==> src/rtl/ssd_pkg.sv <==
package ssd_pkg;
  function automatic int unsigned interp_thr(int unsigned line, int unsigned lo_l,
                                             int unsigned hi_l, int unsigned lo_t,
                                             int unsigned hi_t);
    if (line <= lo_l) return lo_t;
    if (line >= hi_l) return hi_t;
    return lo_t + ((line - lo_l) * (hi_t - lo_t)) / (hi_l - lo_l);
  endfunction
endpackage

==> src/rtl/ssd_threshold.sv <==
module ssd_threshold #(
  parameter int LINE_W = 10,
  parameter int CS_W   = 10,
  parameter int LINE_LO = 122,
  parameter int LINE_HI = 366,
  parameter int THR_LO  = 50,
  parameter int THR_HI  = 100
) (
  input  logic              clk_i,
  input  logic              rst_ni,
  input  logic [LINE_W-1:0] line_i,
  output logic [CS_W-1:0]   thr_o
);
  logic [31:0] thr_full;

  always_comb begin
    thr_full = ssd_pkg::interp_thr(32'(line_i), LINE_LO, LINE_HI, THR_LO, THR_HI);
    thr_o    = thr_full[CS_W-1:0];
  end

  a_r4_thr_in_range: assert property (@(posedge clk_i) disable iff (!rst_ni)
    (thr_o >= CS_W'(THR_LO)) && (thr_o <= CS_W'(THR_HI)));
endmodule

==> src/rtl/ssd_sample_timer.sv <==
module ssd_sample_timer #(
  parameter int SAMPLE_DLY = 910
) (
  input  logic clk_i,
  input  logic rst_ni,
  input  logic en_i,
  input  logic gate_i,
  output logic strobe_o
);
  localparam int CW = $clog2(SAMPLE_DLY + 1);

  logic          gate_q, armed_q, rise;
  logic [CW-1:0] cnt_q;

  assign rise     = gate_i & ~gate_q;
  assign strobe_o = armed_q & gate_i & en_i & (cnt_q == CW'(SAMPLE_DLY));

  always_ff @(posedge clk_i or negedge rst_ni) begin
    if (!rst_ni) begin
      gate_q  <= 1'b0;
      armed_q <= 1'b0;
      cnt_q   <= '0;
    end else begin
      gate_q <= gate_i;
      if (!en_i) begin
        armed_q <= 1'b0;
      end else if (rise) begin
        armed_q <= 1'b1;
        cnt_q   <= CW'(1);
      end else if (armed_q) begin
        if (!gate_i || strobe_o) armed_q <= 1'b0;
        else cnt_q <= cnt_q + 1'b1;
      end
    end
  end

  // gate must have been high the cycle before any sample
  a_r1_strobe_after_high: assert property (@(posedge clk_i) disable iff (!rst_ni)
    strobe_o |-> $past(gate_i));
endmodule

==> src/rtl/ssd_run_counter.sv <==
module ssd_run_counter #(
  parameter int CS_W    = 10,
  parameter int RUN_LEN = 11,
  localparam int CNT_W  = $clog2(RUN_LEN + 1)
) (
  input  logic             clk_i,
  input  logic             rst_ni,
  input  logic             en_i,
  input  logic             strobe_i,
  input  logic [CS_W-1:0]  cs_i,
  input  logic [CS_W-1:0]  thr_i,
  output logic [CNT_W-1:0] cnt_o,
  output logic             fault_o
);
  logic is_low;
  assign is_low = cs_i < thr_i;

  always_ff @(posedge clk_i or negedge rst_ni) begin
    if (!rst_ni) begin
      cnt_o   <= '0;
      fault_o <= 1'b0;
    end else if (!en_i) begin
      cnt_o   <= '0;
      fault_o <= 1'b0;
    end else if (strobe_i) begin
      if (is_low && cnt_o == CNT_W'(RUN_LEN - 1)) begin
        cnt_o   <= '0;
        fault_o <= 1'b1;
      end else begin
        cnt_o   <= is_low ? cnt_o + 1'b1 : '0;
        fault_o <= 1'b0;
      end
    end else begin
      fault_o <= 1'b0;
    end
  end

  a_r7_fault_one_cycle: assert property (@(posedge clk_i) disable iff (!rst_ni)
    fault_o |=> !fault_o);
  a_r7_fault_zero_cnt: assert property (@(posedge clk_i) disable iff (!rst_ni)
    fault_o |-> cnt_o == '0);
  a_r6_cnt_bound: assert property (@(posedge clk_i) disable iff (!rst_ni)
    cnt_o < CNT_W'(RUN_LEN));
  a_r8_disable_clears: assert property (@(posedge clk_i) disable iff (!rst_ni)
    !en_i |=> (cnt_o == '0) && !fault_o);
  a_r2_hold_no_sample: assert property (@(posedge clk_i) disable iff (!rst_ni)
    (en_i && !strobe_i) |=> $stable(cnt_o));
endmodule

==> src/rtl/current_sense_short_det.sv <==
module current_sense_short_det #(
  parameter int SAMPLE_DLY = 910,
  parameter int RUN_LEN    = 11,
  parameter int CS_W       = 10,
  parameter int LINE_W     = 10,
  parameter int LINE_LO    = 122,
  parameter int LINE_HI    = 366,
  parameter int THR_LO     = 50,
  parameter int THR_HI     = 100,
  localparam int CNT_W     = $clog2(RUN_LEN + 1)
) (
  input  logic              clk_i,
  input  logic              rst_ni,
  input  logic              sw_en_i,
  input  logic              gate_i,
  input  logic [CS_W-1:0]   cs_code_i,
  input  logic [LINE_W-1:0] line_code_i,
  output logic              fault_o,
  output logic [CNT_W-1:0]  low_cnt_o
);
  logic            strobe;
  logic [CS_W-1:0] thr;

  ssd_sample_timer #(.SAMPLE_DLY(SAMPLE_DLY)) u_timer (
    .clk_i(clk_i), .rst_ni(rst_ni), .en_i(sw_en_i), .gate_i(gate_i), .strobe_o(strobe)
  );

  ssd_threshold #(
    .LINE_W(LINE_W), .CS_W(CS_W), .LINE_LO(LINE_LO), .LINE_HI(LINE_HI),
    .THR_LO(THR_LO), .THR_HI(THR_HI)
  ) u_thr (
    .clk_i(clk_i), .rst_ni(rst_ni), .line_i(line_code_i), .thr_o(thr)
  );

  ssd_run_counter #(.CS_W(CS_W), .RUN_LEN(RUN_LEN)) u_run (
    .clk_i(clk_i), .rst_ni(rst_ni), .en_i(sw_en_i), .strobe_i(strobe),
    .cs_i(cs_code_i), .thr_i(thr), .cnt_o(low_cnt_o), .fault_o(fault_o)
  );
endmodule

==> config.mk <==
export PLATFORM = sky130hd
export DESIGN_NAME = current_sense_short_det
export DESIGN_NICKNAME = d
export VERILOG_FILES = /design/src/rtl/ssd_pkg.sv /design/src/rtl/ssd_threshold.sv /design/src/rtl/ssd_sample_timer.sv /design/src/rtl/ssd_run_counter.sv /design/src/rtl/current_sense_short_det.sv
export SDC_FILE = /design/constraint.sdc
export NUM_CORES = 1
export LEC_CHECK = 0
export ABC_AREA = 1
export BUFFER_PORTS_ARGS = -buffer_cell sky130_fd_sc_hd__buf_2
export CORE_ASPECT_RATIO = 0.75
export CORE_MARGIN = 4
export CORE_UTILIZATION = 45
export CTS_CLUSTER_SIZE = 10
export DETAILED_ROUTE_END_ITERATION = 10
export PLACE_DENSITY = 0.66
export SYNTH_ARGS = -nofsm -noshare
export SYNTH_HDL_FRONTEND = slang
export SYNTH_SLANG_ARGS = --single-unit
==> constraint.sdc <==
create_clock -name clk_i -period 3.2 [get_ports clk_i]
set_input_delay 0.32 -clock clk_i [delete_from_list [all_inputs] [get_ports clk_i]]
set_output_delay 0.32 -clock clk_i [all_outputs]
set_load 0.02 [all_outputs]
==> results.md <==
- IO Count: 29
- Syn Inst Count: between 800 and 900
- Crit path launch type: input pin
- Max cap viols: 0
- CTS buffer count: 3
- Count leader, synth: nand2_1
- Crit. End Element: flop
- All-Layer GR Usage: 22.7%
- Routed WL: ~18,000 um
- N_diodes: 0
- First-pass DRT Iterations: 5
- Synth area leaders: nand2_1 (15%), ha_1 (12%), inv_1 (9.2%)
- CTS tree: built
- Layout cells sized above 1: 51.8%
- Worst Setup Slack, final: -6.93 ns
- Post-synth EDFFs: 0
- Via density: 5.14
- Run status: finished with violations
- DRC viols: 0
- FP Rows: 33
- Final instance area: between 8000 and 9000 um2
- Kind of critical path: in2reg
- RSZ-0062 raised after global routing: yes
- Final TNS setup: -34.35 ns
- Final Hold Violating Endpoints: 17
- Global-route wire length before repair: 26,100 um
- Post-DRT Antenna Nets: 0
- Utilization after layout: 76.1%
- Synth Flop Type: dfrtp_1
- H-tree depth: 1
- Avg Synthesized Cell Area: about 6.2 um2
- Clk buf depth: 2
- Clk root buf: clkbuf_16
- CP Buf/Inv Count: 11
- Die Y: 101 um
- Maximum clock frequency: 98.8 MHz
- Yosys top cell area share: 14.6%
- Crit-path slowest cell: fa_1
- CP Max Fanout: 7
- Period utilisation layout: 316%
- Tmin final: 10.13 ns
- Yosys warning total: 0
- Largest net degree at the start of global routing: 18
- Final Max Tran Viols: 0
- Clk Latency, worst-skew pair: 0.25 ns
- Cell taking the most area after synthesis: nand2_1
- Syn-to-layout area delta: 63.4%
- Top cells by count, synth: nand2_1 (201), inv_1 (127), nor2_1 (66)
- Crit-path leading delay family: simple AND/OR/NAND/NOR gates
- Async SR Flop Fraction: 100%
- # clock sinks: 17
- Most used cell, CP: nand2_2
- DP HPWL: 11,200 um
- Netlist cell types: 45
- Starting density of the core: 46.6%
- CP max stage delay: 0.51 ns
- Register area share after synthesis: 8.25%
- Nets: 1,170
- Worst clock skew: 0.00100 ns
- Initial DRC count: 390
- DP Area: 6930 um2
- Worst min-delay path category: in2async
- Worst-Margin Slew: roughly 0.45 ns
- Vias: 6,304
- DIE WIDTH: between 100 and 150 um
- #FFs+latches synth: 17
- Final setup viols: 5
- Vias in the first global route: approximately 6,000
- WP data arrival: 10.29 ns
- Rel. slew slack: 69.6%
- Initial antenna violation count: 0
- Per-cell routed wire length: 14.4 um
- Worst path required time: 3.37 ns
- Remaining global-route overflow: 0
- RD Place Congestion: 0.868
- DIE AREA: ~13,000 um2
- Core Box Area: 11,100 um2
- Synth Cell Area: 5150 um2
- Port Buffers: 28
- Fin Hold WS: -0.0112 ns
- Worst-path clk slew: 0.05 ns
- Violated checks: negative hold slack, negative setup slack
- CTS hold repair buffers: 0
- Syn_nets: a little over 900
[cells by family (layout without fill, tap and decap cells)]
family                     Yosys count  after routing  synth area share (%)
AOI/OAI and AO/OA                   84             84                  10.4
xor gates and xnor gates            34             34                  6.07
DFF                                 17             17                  8.25
and+or+nand+nor                    475            475                  48.0
buffers and inverters              159            417                  11.6
adders and majority gates           59             59                  15.6
[routing by layer]
| layer | vias up | GRT usage [%] | wire length [um] |
|---|---|---|---|
| li1 | 3167 | - | - |
| met1 | 2941 | 31.2 | 7850 |
| met2 | 164 | 40.2 | 8880 |
| met3 | 32 | 1.70 | 666 |
| met4 | 0 | 2.99 | 276 |
| met5 | - | 0 | 0 |
[worst paths after layout]
| check | from | end | slack [ns] | depth (start not counted) |
|---|---|---|---|---|
| worst min register to register | u_timer.cnt_q[9] | u_timer.cnt_q[9] | 0.55 | 2 |
| worst min-delay path | rst_ni | u_timer.cnt_q[2] | -0.01 | 1 |
| worst max-delay path | line_code_i[1] | u_run.fault_o | -6.93 | 78 |
| worst max register to register | u_timer.cnt_q[0] | u_timer.cnt_q[8] | 0.82 | 16 |
| min in group clk_i | gate_i | u_timer.gate_q | 0.21 | 1 |
| max in group asynchronous | rst_ni | u_run.cnt_o[1] | 2.94 | 1 |
[worst reg2reg max path: stages (launching register included)]
cell and delay, ns:
dfrtp_1 0.34, inv_1 0.08, ha_1 0.19, inv_1 0.08
nor3_1 0.06, nand3_1 0.13, nand2_1 0.06, inv_1 0.16
nand2_1 0.09, nand2_1 0.23, nand4_1 0.16, nor2_1 0.11
inv_1 0.06, nor2_1 0.12, nand2_1 0.08, nor3b_1 0.21
nor3_1 0.08
[flip-flops by register name (all words and copies together), names as in the netlist]
name	flops
u_timer.cnt_q	10
u_run.cnt_o	4
u_run.fault_o	1
u_timer.armed_q	1
u_timer.gate_q	1
[per-stage QoR]
step	std cells	setup slack, ns	hold slack [ns]
finish	1226	-6.93	-0.0112
global route	1226	-7.56	0.0184
CTS	1198	-6.39	0.000987
detailed placement	1167	-7.10	0.262
global placement	1167	-6.88	0.259
floorplan	828	-6.16	0.0244
[final cells by class]
cell class,instances,area [um2]
flip-flops and latches,17,425
inverters,159,623
multi-input cells,652,5220
well taps,140,175
clock buffers,4,78.8
fillers,748,2640
repair buffers,254,1900
[repair_timing]
item / 4_1_cts / 5_1_grt
pin swaps: 101 / 89
endpoints found under the setup margin: 5 / 5
setup buffers: 27 / 28
gates resized for setup: 138 / 78
[cells in the final DEF, fill, tap and decap left out, types with 4 or more instances in the layout]
| cell type | Yosys | routed |
|---|---|---|
| o21bai_1 | 8 | 5 |
| dfrtp_1 | 17 | 17 |
| nand3_1 | 61 | 39 |
| fa_1 | 9 | 8 |
| ha_4 | 0 | 14 |
| nand2_1 | 201 | 143 |
| xor2_2 | 1 | 6 |
| o21ai_1 | 16 | 10 |
| nor2_2 | 13 | 20 |
| nand4_1 | 18 | 18 |
| nor2_4 | 6 | 19 |
| xor2_1 | 29 | 23 |
| buf_4 | 0 | 218 |
| o21ai_4 | 2 | 7 |
| nand3b_1 | 9 | 9 |
| a21oi_1 | 21 | 15 |
| o21ai_2 | 8 | 13 |
| inv_2 | 28 | 40 |
| buf_6 | 0 | 6 |
| inv_1 | 127 | 111 |
| ha_1 | 50 | 36 |
| nor3_1 | 13 | 11 |
| buf_2 | 0 | 26 |
| nor2_1 | 66 | 46 |
| nand2_4 | 11 | 38 |
| nand2_2 | 39 | 69 |
| nand3_2 | 19 | 25 |
| nand3_4 | 6 | 22 |
| o21ai_0 | 17 | 13 |
| a21oi_2 | 1 | 4 |
Power is not shown: default switching activity piles up to over one toggle a cycle in this logic, so the estimate is an artifact.
